--- src/rtl/pair_issue_gate.sv ---
module pair_issue_gate #(
  parameter int REG_W = 5,
  parameter int CLS_W = 3
) (
  input  logic               clk,
  input  logic               rst_n,
  input  logic               pkt_valid,
  input  logic [CLS_W-1:0]   l_cls,
  input  logic [REG_W:0]     l_dst,
  input  logic               l_dst_we,
  input  logic [REG_W:0]     l_srca,
  input  logic               l_srca_re,
  input  logic [REG_W:0]     l_srcb,
  input  logic               l_srcb_re,
  input  logic [CLS_W-1:0]   r_cls,
  input  logic [REG_W:0]     r_dst,
  input  logic               r_dst_we,
  input  logic [REG_W:0]     r_srca,
  input  logic               r_srca_re,
  input  logic [REG_W:0]     r_srcb,
  input  logic               r_srcb_re,
  output logic               issue_l,
  output logic               issue_r,
  output logic               fetch_hold
);
  localparam int TAG_W = REG_W + 1;
  localparam logic [CLS_W-1:0] C_ILD  = CLS_W'(1);
  localparam logic [CLS_W-1:0] C_FLD  = CLS_W'(2);
  localparam logic [CLS_W-1:0] C_FPOP = CLS_W'(5);

  function automatic logic reads(input logic v, input logic [TAG_W-1:0] t,
                                 input logic [TAG_W-1:0] a, input logic ae,
                                 input logic [TAG_W-1:0] b, input logic be);
    return v && ((ae && a == t) || (be && b == t));
  endfunction

  logic             left_done;
  logic             rec0_v, rec1_v;
  logic [TAG_W-1:0] rec0_tag, rec1_tag;

  wire active  = rst_n && pkt_valid;
  wire l_is_fp = (l_cls == C_FPOP);
  wire r_is_fp = (r_cls == C_FPOP);
  wire l_is_ld = (l_cls == C_ILD) || (l_cls == C_FLD);
  wire r_is_ld = (r_cls == C_ILD) || (r_cls == C_FLD);

  wire l_lu = reads(rec0_v, rec0_tag, l_srca, l_srca_re, l_srcb, l_srcb_re) ||
              reads(rec1_v, rec1_tag, l_srca, l_srca_re, l_srcb, l_srcb_re);
  wire r_lu = reads(rec0_v, rec0_tag, r_srca, r_srca_re, r_srcb, r_srcb_re) ||
              reads(rec1_v, rec1_tag, r_srca, r_srca_re, r_srcb, r_srcb_re);
  wire r_dep = reads(l_dst_we, l_dst, r_srca, r_srca_re, r_srcb, r_srcb_re);
  wire pair_ok = r_is_fp && !l_is_fp && !r_dep;

  assign issue_l    = active && !left_done && !l_lu;
  assign issue_r    = active && !r_lu && (left_done || (issue_l && pair_ok));
  assign fetch_hold = active && !issue_r;

  always_ff @(posedge clk or negedge rst_n) begin
    if (!rst_n) begin
      left_done <= 1'b0;
      rec0_v    <= 1'b0;
      rec1_v    <= 1'b0;
      rec0_tag  <= '0;
      rec1_tag  <= '0;
    end else begin
      if (active) begin
        if (issue_r)      left_done <= 1'b0;
        else if (issue_l) left_done <= 1'b1;
      end
      rec0_v   <= issue_l && l_is_ld && l_dst_we;
      rec1_v   <= issue_r && r_is_ld && r_dst_we;
      rec0_tag <= l_dst;
      rec1_tag <= r_dst;
    end
  end

  AST_IDLE_QUIET: assert property (@(posedge clk) disable iff (!rst_n)
    !pkt_valid |-> !issue_l && !issue_r && !fetch_hold);
  AST_PAIR_CLASS: assert property (@(posedge clk) disable iff (!rst_n)
    issue_l && issue_r |-> r_cls == C_FPOP && l_cls != C_FPOP);
  AST_PARTNER_DEP: assert property (@(posedge clk) disable iff (!rst_n)
    issue_l && issue_r && l_dst_we |-> !(r_srca_re && r_srca == l_dst));
  AST_LEFT_ONCE: assert property (@(posedge clk) disable iff (!rst_n)
    issue_l && !issue_r |=> !issue_l);
  AST_LOAD_USE: assert property (@(posedge clk) disable iff (!rst_n)
    issue_l && l_srca_re && $past(issue_l && l_is_ld && l_dst_we) |->
      l_srca != $past(l_dst));
endmodule

--- config.mk ---
export PLATFORM = sky130hd
export DESIGN_NAME = pair_issue_gate
export DESIGN_NICKNAME = d
export VERILOG_FILES = /design/src/rtl/pair_issue_gate.sv
export SDC_FILE = /design/constraint.sdc
export NUM_CORES = 1
export LEC_CHECK = 0
export BUFFER_PORTS_ARGS = -buffer_cell sky130_fd_sc_hd__buf_2
export CAP_MARGIN = 25
export CORE_ASPECT_RATIO = 1.4
export CORE_UTILIZATION = 40
export DETAILED_ROUTE_END_ITERATION = 16
export GPL_TIMING_DRIVEN = 0
export HOLD_SLACK_MARGIN = 0.12
export PLACE_DENSITY = 0.71
export SLEW_MARGIN = 5
export SYNTH_ARGS = -nofsm -noshare
export SYNTH_HDL_FRONTEND = slang
export SYNTH_SLANG_ARGS = --single-unit
--- constraint.sdc ---
create_clock -name clk -period 2.3 [get_ports clk]
set_input_delay 0.46 -clock clk [delete_from_list [all_inputs] [get_ports clk]]
set_output_delay 0.46 -clock clk [all_outputs]
set_load 0.005 [all_outputs]
After elaboration in Yosys (flattened, before gate mapping) --
Cells that the tools add are included.
Storage, ports and cells: memories 0, bits of input ports 51, word-level logic and storage cells 69, bits in read-only memories 0, bits in writable memories 0, register bits after elaboration 15, latch bits 0
Cells by class: $add $sub $neg 0, $mul 0, shift operators 0, reductions and logical operators 46, eq/ne operators 16, div/mod/pow operators 0, multiplexer cells 2, bitwise logic cells 0, order comparisons 0
Operators with widths (count):
- 6-bit equality test | 10
- 1-bit logical AND | 28
- 1-bit logical OR | 10
- 3-bit by 1-bit equality test with 1-bit output (second input constant) | 2
- 3-bit by 2-bit equality test with 1-bit output (second input constant) | 2
- 3-bit equality test (second input constant) | 2
- 1-bit logical NOT | 6
- 1-bit two-way mux | 2
- 2-bit AND reduction | 1
- 2-bit nonzero test | 1

Logic depth before layout (Yosys ltp) --
Gate-level depths: netlist of the first run.
depth after elaboration 12, depth in mapped cells 7

Least setup slack after synthesis of the first run --
No wires, ideal clock.
path type register to output, start point register rec1_tag[0], end point output port fetch_hold, data arrival time 1596 ps, stages on the path, launching flop included 8, buffers on the path 1, path slack 244 ps, cells stage by stage dfrtp_1 -> buf_2 -> xnor2_1 -> nand3_1 -> nor4_1 -> a2111oi_4 -> o2111ai_2 -> nor2b_1
On the way: longest elaborated chain between the ends 12, elaborated cells on any way between the ends 23, classes of those cells eq/ne (4); reduce/logical (19)
RTL lines:
- start, declared | RTL line 39 | logic [TAG_W-1:0] rec0_tag, rec1_tag;
- start signal, assigned | RTL line 73 | rec1_tag <= r_dst;
- 6-bit equality test | RTL line 34 | return v && ((ae && a == t) || (be && b == t));
- 1-bit logical AND | RTL line 34
- 1-bit logical OR | RTL line 34
- 1-bit logical AND | RTL line 34
- 1-bit logical OR | RTL line 47 | wire l_lu = reads(rec0_v, rec0_tag, l_srca, l_srca_re, l_srcb, l_srcb_re) ||
- 1-bit logical NOT | RTL line 54 | assign issue_l = active && !left_done && !l_lu;
- 1-bit logical AND | RTL line 54
- 1-bit logical AND | RTL line 55 | assign issue_r = active && !r_lu && (left_done || (issue_l && pair_ok));
- 1-bit logical OR | RTL line 55
- 1-bit logical AND (*) | RTL line 55
- 1-bit logical NOT (*) | RTL line 56 | assign fetch_hold = active && !issue_r;
- 1-bit logical AND (*) | RTL line 56
- end, declared | RTL line 24 | output logic fetch_hold
Mark *: on every way between the ends. The rest lies on a longest branch, timed or not.

Final worst setup path of the first run --
start point register rec1_tag[1], end point output port fetch_hold
Same word-level chain as after synthesis.

==> out/qor.txt, run 1 <==
Status: finished, violations left
Failing checks: negative setup slack
Final Hold Viols: 0
RSZ-0062 raised after global routing: true
Vias in the first global route: 1,156
Path category of the worst min-delay check: in -> reg
R2R setup slack: 0.39 ns
Post-synthesis instance total: 124
Final wirelength: 3.44 mm
Final instance area: 1740 sq um
Site Rows: 23
Slew Viols, Final: 0
DRT Pass-1 Iters: 4
I/O pins: 54
Worst-path clk slew: 0.06 ns
CTS tree: yes
Switching power share of the total: 31.3%
Initial antenna violation count: 0
Final non-filler cell total: 223
Nets: 238
Netlist cell types: 23
Synth warn: 0
ANT cells: 0
H-tree depth: 1
Critical path class: reg -> out
Critical Path End Type: primary output
Count of state elements after synthesis: 15
Total track usage: 21.7%
Worst vdd ir: 0.000450 V
Max_cap viols: 0
DR WL/cell: 15.4 um
Overflow after GRT: 0
PD cells: 445 nW/um^2
Utilization after layout: 59.8%
Post-route clock period utilization: 103%
Via count: 1,167
Cells after DPL: 214
Hold slack: 0.303 ns
Area after DPL: 1550 sq um
Internal power: 0.000532 W
Slew @ Worst Pin: 0.694 ns
Combinational share of power: 31.3%
Slew headroom: 53.6%
Largest net degree at the start of global routing: 16
Die area: 3310 sq um
Vias/cell: 5.23
CTS Root Buffer Type: clkbuf_8
Routability cong.: 0.841
Initial core utilization: 42.4%
DIE WIDTH: 48.9 um
Worst EP required: 1.84 ns
Worst Skew: 0.00406 ns
Share of cells above drive strength 1: 46.8%
Mapped Area: 1230 sq um
Cts bufs inserted: 3
Final Total Pwr: 0.000774 W
Syn Nets: 175
First-pass GRT wire length: 5.28 mm
ANT nets after route: 0
IO Port Bufs: 53
Clock Power Share: 28.7%
Leak pwr: 0.699 nW
Setup slack after layout: -0.0790 ns
Fmax: 420 MHz
Nature of the critical path startpoint: register
Synth-to-layout area growth: 41.0%
Number of clock sinks: 15
Clock Latency Late Sink: 0.26 ns
Arr. time, crit path: 1.92 ns
Die Height: 67.7 um
Sequential area share after synthesis: 30.4%
Worst-path fanout max: 4
Crit path time final: 2.38 ns
DP HPWL: 2.65 mm
Reg power frac: 40.0%
Core area: 2910 sq um
DR DRC count: 0
DR iter-0 viols: 35
# setup viols final: 1
Syn_area_per_cell: 9.95 sq um
Clk buf depth: 2
Sw power: 0.000242 W
Fillers: 265
registers in the layout (all words and copies together), names as in the netlist:
register	cells
left_done	1
rec0_v	1
rec0_tag	6
rec1_v	1
rec1_tag	6
kinds of logic (layout without fill, tap and decap cells):
kind of cell    after synthesis  count (layout)  share of synthesized area, %
flops                        15              15                          30.4
buf+inv                       4              66                          1.52
compound gates                7               7                          6.29
simple gates                 36              36                          17.7
xor+xnor                     62              62                          44.0
stage by stage:
step           setup TNS [ns]  worst slack (ns)
2_1_floorplan               0             0.244
3_3_place_gp           -0.153            -0.123
3_5_place_dp           -0.206            -0.154
4_1_cts               -0.0832           -0.0832
5_1_grt                -0.313            -0.172
6_report              -0.0790           -0.0790
per-layer routing:
| metal | global-route usage [%] | share of wire, % | vias to the layer above |
|---|---|---|---|
| met5 | 0 | 0 | - |
| met4 | 12.5 | 2.3 | 0 |
| met3 | 2.03 | 2.9 | 7 |
| met2 | 42.0 | 56 | 32 |
| met1 | 22.9 | 39 | 578 |
| li1 | - | - | 550 |
power groups by stage:
stage / logic (W) / clock network (W) / registers [W]
after floorplan: 0.000123 / 0 / 0.000300
after global placement: 0.000211 / 0 / 0.000304
after detailed placement: 0.000217 / 0 / 0.000306
after CTS: 0.000225 / 0.000228 / 0.000305
after global routing: 0.000263 / 0.000239 / 0.000311
final: 0.000243 / 0.000222 / 0.000309
synthesized netlist by cell type:
cell type	instances	share of area (%)
nor2b_1	2	1.0
nor2_1	2	0.61
a2111oi_4	1	2.2
nand2_1	2	0.61
o22ai_2	1	1.0
xor2_1	15	11
and3_1	1	0.51
nor4_2	1	1.0
a31oi_1	1	0.51
nand3b_1	2	1.2
buf_2	3	1.2
nor4b_2	1	1.2
o21ai_0	1	0.41
nand3_1	12	4.9
dfrtp_1	15	30
o2111ai_2	1	1.2
o22ai_1	1	0.51
a21oi_1	1	0.41
nor3b_1	1	0.61
inv_1	1	0.30
nand4_1	6	3.0
nor4_1	6	3.0
xnor2_1	47	33
placed cells by master, fill, tap and decap left out, types with 2 or more instances in the layout:
cell,instances
nor2_1,2
nand4_1,6
xnor2_2,4
clkbuf_8,3
nor2b_1,2
buf_4,6
nand3_1,11
xor2_1,14
nand2_1,2
dfrtp_2,10
nor4_4,2
nand3b_1,2
xnor2_1,43
nor4_1,4
buf_2,53
dfrtp_1,5
critical path: stages (launching register included):
cell and delay [ns]:
dfrtp_2 0.47, xnor2_2 0.15, nand3_2 0.13, nor4_4 0.35, a2111oi_4 0.06, o2111ai_2 0.22, nor2b_1 0.16, buf_2 0.12
layout make-up:
cell class                 instances  area (sq um)  share of cell area, %
clock inverter                     1          5.00                  0.288
sequential                        15           388                   22.3
timing repair buffer              61           332                   19.1
multi-input combinational        105           923                   53.1
clock buffer                       3          41.3                   2.37
inverter                           1          3.75                  0.216
tap                               37          46.3                   2.66
final timing paths:
path	end	depth (start not counted)	startpoint
worst max-delay path	fetch_hold	7	rec1_tag[1]
worst min-delay path	rec1_tag[3]	1	r_dst[3]
worst max register to register	rec1_v	8	rec0_tag[2]
worst min register to register	left_done	2	left_done
max in group asynchronous	rec1_tag[4]	2	rst_n
min in group asynchronous	rec0_tag[5]	2	rst_n
what timing repair did:
action                                  CTS  global route
pin swaps                                 5             5
cloned                                    0             0
buffers inserted                          2             5
endpoints found under the setup margin    3             3
hold buffers                              1             0
resized for setup                         9            14
hold endpoints to repair                 15             0
Note: power is estimated with default switching activity, not from simulation.
==> inputs of run 2 (changes only) <==
--- a/config.mk
+++ b/config.mk
@@ -12,6 +12,7 @@
 export DETAILED_ROUTE_END_ITERATION = 16
 export GPL_TIMING_DRIVEN = 0
 export HOLD_SLACK_MARGIN = 0.12
+export MAX_ROUTING_LAYER = met4
 export PLACE_DENSITY = 0.71
 export SLEW_MARGIN = 5
 export SYNTH_ARGS = -nofsm -noshare
==> run 2 against run 1 <==
  * The run still ends with negative setup slack left
  * Sequential power barely moved
  * Global-route usage rose by 0.65 points
  * Routed wire length increased by 0.15%
  * Critical path depth unchanged
  * Hold slack worse by 0.00099 ns
  * Sequential share of layout area unchanged
  * Register-to-register slack about the same
  * Worst setup slack worse by 0.0017 ns
  * Critical endpoint unchanged
  * Largest cell class unchanged
==> out/qor.txt, run 2 (synthesis gave the netlist of run 1 again) <==
Worst r2r src: rec0_tag[2] (unchanged)
Clock Power Share: 28.8% (was 28.7%)
Slew @ Worst Pin: 0.698 ns (was 0.694 ns)
Fmax: 420 MHz (about the same)
Max_cap viols: 0 (unchanged)
Final wirelength: 3.44 mm (about the same)
Final Hold Viols: 0 (unchanged)
Switching power share of the total: 31.4% (was 31.3%)
Final non-filler cell total: 223 (unchanged)
Vias in the first global route: 1,149 (was 1,156)
Initial antenna violation count: 0 (unchanged)
Largest net degree at the start of global routing: 16 (unchanged)
Die Height: 67.7 um (unchanged)
Setup slack after layout: -0.0807 ns (was -0.0790 ns)
Cells after DPL: 214 (unchanged)
DR iter-0 viols: 35 (unchanged)
Final Total Pwr: 0.000775 W (was 0.000774 W)
CTS tree: yes (unchanged)
Leak pwr: 0.699 nW (unchanged)
Critical path's largest stage delay: 0.47 ns (about the same)
Total track usage: 22.4% (was 21.7%)
Clk buf depth: 2 (unchanged)
IO Port Bufs: 53 (unchanged)
DP HPWL: 2.65 mm (unchanged)
Slew headroom: 53.3% (was 53.6%)
Worst Skew: 0.00404 ns (was 0.00406 ns)
DR WL/cell: 15.4 um (about the same)
Nature of the critical path startpoint: register (unchanged)
Overflow after GRT: 0 (unchanged)
Number of clock sinks: 15 (unchanged)
CP max-delay cell: dfrtp_2 (unchanged)
Min-delay src: r_dst[3] (unchanged)
Crit path from: rec1_tag[1] (unchanged)
Cts bufs inserted: 3 (unchanged)
Vias/cell: 5.20 (was 5.23)
Top flop regs: rec0_tag x6, rec1_tag x6 (unchanged)
H-tree depth: 1 (unchanged)
Worst-path fanout max: 4 (unchanged)
Internal power: 0.000532 W (about the same)
Die area: 3310 sq um (unchanged)
CTS Root Buffer Type: clkbuf_8 (unchanged)
First-pass GRT wire length: 5.27 mm (was 5.28 mm)
Critical Path End Type: primary output (unchanged)
Arr. time, crit path: 1.92 ns (about the same)
Combinational share of power: 31.3% (about the same)
Fillers: 265 (unchanged)
Worst-path clk slew: 0.07 ns (was 0.06 ns)
Nets: 238 (unchanged)
Site Rows: 23 (unchanged)
Slew Viols, Final: 0 (unchanged)
I/O pins: 54 (unchanged)
Status: finished, violations left (unchanged)
DRT Pass-1 Iters: 4 (unchanged)
ANT cells: 0 (unchanged)
Hold slack: 0.302 ns (was 0.303 ns)
Reg power frac: 39.9% (was 40.0%)
Worst EP required: 1.84 ns (about the same)
Worst vdd ir: 0.000451 V (was 0.000450 V)
Synth-to-layout area growth: 41.0% (unchanged)
Most frequent cells in the layout: buf_2 (53), xnor2_1 (43), xor2_1 (14) (unchanged)
Crit-path cells: xnor2_2 -> nand3_2 -> nor4_4 -> a2111oi_4 -> o2111ai_2 -> nor2b_1 -> buf_2 (unchanged)
FF+latch area: 388 sq um (unchanged)
# setup viols final: 1 (unchanged)
Sw power: 0.000244 W (was 0.000242 W)
Core area: 2910 sq um (unchanged)
Crit path time final: 2.38 ns (about the same)
PD cells: 446 nW/um^2 (was 445 nW/um^2)
Clock Latency Late Sink: 0.26 ns (about the same)
R2R setup slack: 0.39 ns (about the same)
ANT nets after route: 0 (unchanged)
Commonest non-fill, non-tap cell in the layout: buf_2 (unchanged)
Post-route clock period utilization: 104% (was 103%)
Multi-input gate area: 923 sq um (unchanged)
DIE WIDTH: 48.9 um (unchanged)
Critical path class: reg -> out (unchanged)
DR DRC count: 0 (unchanged)
Failing checks: negative setup slack (unchanged)
Routability cong.: 0.854 (was 0.841)
RSZ-0062 raised after global routing: true (unchanged)
Path category of the worst min-delay check: in -> reg (unchanged)
Initial core utilization: 42.4% (unchanged)
Pre-CTS WS: -0.154 ns (unchanged)
Share of cells above drive strength 1: 46.8% (unchanged)
Via count: 1,159 (was 1,167)
-- run 2: cell counts in the layout (fill, tap and decap cells not counted) --
Identical to the previous run, type by type.
-- run 2: power by group through the flow --
stage                     Combinational [W]  Clock (W)  Sequential [W]
after floorplan                    0.000123          0        0.000300
after global placement             0.000211          0        0.000304
after detailed placement           0.000217          0        0.000306
after CTS                          0.000225   0.000228        0.000305
after global routing               0.000263   0.000239        0.000311
final                              0.000243   0.000224        0.000309
-- run 2: area by class of cell --
type                            count  share of cell area (%)
Sequential cell                    15                    22.3
Multi-Input combinational cell    105                    53.1
Inverter                            1                   0.216
Timing Repair Buffer               61                    19.1
Clock buffer                        3                    2.37
Tap cell                           37                    2.66
Clock inverter                      1                   0.288
-- run 2: critical path, delay by kind of cell, from the launching register on --
kind / cells / cell delay (ns)
AO/OA/AOI/OAI: 2 / 0.28
XOR/XNOR: 1 / 0.15
buffers and inverters: 1 / 0.12
flip-flops: 1 / 0.47
AND/OR/NAND/NOR: 3 / 0.64
-- run 2: per-stage QoR --
| stage | area (sq um) | TNS, ns | utilization, % |
|---|---|---|---|
| global route | 1740 | -0.313 | 59.8 |
| finish | 1740 | -0.0807 | 59.8 |
| floorplan | 1230 | 0 | - |
| detailed placement | 1550 | -0.206 | 53.2 |
| global placement | 1550 | -0.153 | 53.2 |
| CTS | 1650 | -0.0832 | 56.7 |
-- run 2: routing by layer --
layer / track usage, % / share of wire, % / up-vias
met5: - / 0 / -
met4: 12.1 / 2.2 / 0
met3: 1.80 / 2.9 / 7
met2: 42.2 / 56 / 32
met1: 23.1 / 39 / 568
li1: - / - / 552
-- run 2: worst paths after layout --
path | to | cells past startpoint
worst max-delay path | fetch_hold | 7
worst min-delay path | rec1_tag[3] | 1
worst max register to register | rec1_v | 8
worst min register to register | left_done | 2
max in group asynchronous | rec1_tag[4] | 2
min in group asynchronous | rec0_tag[5] | 2
-- run 2: what timing repair did --
| item | 4_1_cts | 5_1_grt |
|---|---|---|
| hold buffers | 1 | 0 |
| endpoints found under the setup margin | 3 | 3 |
| resized for setup | 9 | 14 |
| pin swaps | 5 | 5 |
| setup buffers | 2 | 5 |
| endpoints found under the hold margin | 15 | 0 |
==> inputs of run 3 (changes only) <==
--- a/config.mk
+++ b/config.mk
@@ -10,7 +10,7 @@
 export CORE_ASPECT_RATIO = 1.4
 export CORE_UTILIZATION = 40
 export DETAILED_ROUTE_END_ITERATION = 16
-export GPL_TIMING_DRIVEN = 0
+export GPL_TIMING_DRIVEN = 1
 export HOLD_SLACK_MARGIN = 0.12
 export MAX_ROUTING_LAYER = met4
 export PLACE_DENSITY = 0.71
==> run 3 against run 2 <==
  * The flow still finishes with violations (negative setup slack)
  * Worst setup slack better by 0.026 ns
  * Combinational power decreased by 2%
  * Total power fell by 2.2%
  * First-iteration DRC count decreased by 29%
  * Utilization is 1.0 points lower
  * Cell count is 0.90% higher
  * Global-route usage is 0.91 points higher
  * Routed wire length increased by 0.12%
  * Sequential share of layout area is 0.47 points higher
  * Clock skew down 0.0016 ns
  * Hold slack worse by 0.10 ns
  * Critical path type unchanged
  * Largest power group unchanged
==> out/qor.txt, run 3 (synthesis gave the netlist of run 1 again) <==
Status: finished, violations left (unchanged)
Failing checks: negative setup slack (unchanged)
Critical path class: reg -> out (unchanged)
Overflow after GRT: 0 (unchanged)
Crit path time final: 2.35 ns (was 2.38 ns)
IO Port Bufs: 53 (unchanged)
Nature of the critical path startpoint: register (unchanged)
CTS tree: yes (unchanged)
Share of cells above drive strength 1: 46.8% (about the same)
Critical Path End Type: primary output (unchanged)
Vias in the first global route: 1,250 (was 1,149)
DIE WIDTH: 48.9 um (unchanged)
DR DRC count: 0 (unchanged)
Clk buf depth: 2 (unchanged)
Worst vdd ir: 0.000369 V (was 0.000451 V)
CTS Hold Bufs: 0 (was 1)
Slew @ Worst Pin: 0.341 ns (was 0.698 ns)
Top flop regs: rec0_tag x6, rec1_tag x6 (unchanged)
Slew Viols, Final: 0 (unchanged)
Hold slack: 0.198 ns (was 0.302 ns)
Max_cap viols: 0 (unchanged)
Routability cong.: 0.887 (was 0.854)
DP HPWL: 2.87 mm (was 2.65 mm)
DR WL/cell: 15.3 um (was 15.4 um)
Worst EP required: 1.84 ns (about the same)
Total track usage: 23.3% (was 22.4%)
Commonest non-fill, non-tap cell in the layout: buf_2 (unchanged)
Setup slack after layout: -0.0546 ns (was -0.0807 ns)
Arr. time, crit path: 1.89 ns (was 1.92 ns)
Clock Latency Late Sink: 0.25 ns (was 0.26 ns)
Final wirelength: 3.45 mm (was 3.44 mm)
Initial antenna violation count: 0 (unchanged)
Vias/cell: 5.24 (was 5.20)
# setup viols final: 2 (was 1)
Worst Skew: 0.00249 ns (was 0.00404 ns)
Path category of the worst min-delay check: in -> async (was in -> reg)
Synth-to-layout area growth: 38.5% (was 41.0%)
CTS Root Buffer Type: clkbuf_8 (unchanged)
Most frequent cells in the layout: buf_2 (53), xnor2_1 (46), xor2_1 (14) (was buf_2 (53), xnor2_1 (43), xor2_1 (14))
Site Rows: 23 (unchanged)
Cells after DPL: 214 (unchanged)
ANT cells: 0 (unchanged)
Largest net degree at the start of global routing: 16 (unchanged)
Initial core utilization: 42.4% (unchanged)
Via count: 1,178 (was 1,159)
ANT nets after route: 0 (unchanged)
Leak pwr: 0.683 nW (was 0.699 nW)
Fmax: 425 MHz (was 420 MHz)
Nets: 240 (was 238)
DR iter-0 viols: 25 (was 35)
Die area: 3310 sq um (unchanged)
H-tree depth: 1 (unchanged)
Die Height: 67.7 um (unchanged)
Final non-filler cell total: 225 (was 223)
Worst-path fanout max: 4 (unchanged)
Pre-CTS WS: -0.0396 ns (was -0.154 ns)
Final Total Pwr: 0.000758 W (was 0.000775 W)
Cts bufs inserted: 3 (unchanged)
Number of clock sinks: 15 (unchanged)
Post-route clock period utilization: 102% (was 104%)
I/O pins: 54 (unchanged)
Worst-path clk slew: 0.06 ns (was 0.07 ns)
Core area: 2910 sq um (unchanged)
PD cells: 444 nW/um^2 (was 446 nW/um^2)
First-pass GRT wire length: 5.44 mm (was 5.27 mm)
Slew headroom: 77.3% (was 53.3%)
RSZ-0062 raised after global routing: true (unchanged)
DRT Pass-1 Iters: 4 (unchanged)
Final Hold Viols: 0 (unchanged)
==> run 3: cell types whose count changed in the layout (fill, tap and decap cells not counted), moves of 2 or more <==
cell,previous run,this run
xnor2_2,4,1
nor4_2,1,3
xnor2_1,43,46
buf_4,6,10
==> run 3: path summary, 6_finish.rpt <==
path / cells past startpoint / start / end / slack, ns
worst min-delay path: 2 / rst_n / rec1_tag[0] / 0.20
worst max register to register: 7 / rec0_tag[1] / rec1_v / 0.48
min in group clk: 1 / r_dst[0] / rec1_tag[0] / 0.31
max in group asynchronous: 2 / rst_n / rec0_tag[2] / 1.91
worst max-delay path: 7 / rec0_tag[1] / fetch_hold / -0.05
worst min register to register: 2 / rec1_v / left_done / 0.70
==> run 3: cell type report <==
cell class / instances / area (sq um)
fillers: 264 / 1200
multi-input cells: 105 / 885
flip-flops and latches: 15 / 389
repair buffers: 63 / 340
well taps: 37 / 46.3
clock buffers: 4 / 45.0
inverters: 1 / 3.75
==> run 3: critical path, cell delays in order, from the launching register on <==
cell	delay, ns
dfrtp_2	0.45
xnor2_1	0.15
nand3_1	0.11
o22ai_2	0.11
a2111oi_4	0.37
o2111ai_2	0.16
nor2b_1	0.16
buf_2	0.13
==> run 3: timing repair <==
item | in CTS | in global routing
gates cloned | 0 | 0
setup endpoints to repair | 3 | 3
pin swaps | 2 | 5
buffers inserted | 5 | 2
resized for setup | 15 | 4
==> run 3: metrics by stage <==
stage / util [%] / area [sq um] / setup TNS [ns]
floorplan: - / 1230 / 0
global placement: 53.4 / 1550 / -0.0187
detailed placement: 53.4 / 1550 / -0.0396
CTS: 57.6 / 1670 / -0.0819
global route: 58.8 / 1710 / -0.315
finish: 58.8 / 1710 / -0.0599
==> run 3: power by group <==
group	switching [W]	leakage [nW]	internal [W]
logic	0.000110	0.492	0.000127
registers	0.0000273	0.168	0.000281
clock network	0.0000911	0.0228	0.000123
==> run 3: per-layer routing <==
layer	vias to the layer above	routed length, um	global-route usage (%)
li1	559	-	-
met1	550	1330	22.5
met2	51	1790	41.7
met3	18	122	3.15
met4	0	200	19.5
met5	-	0	-
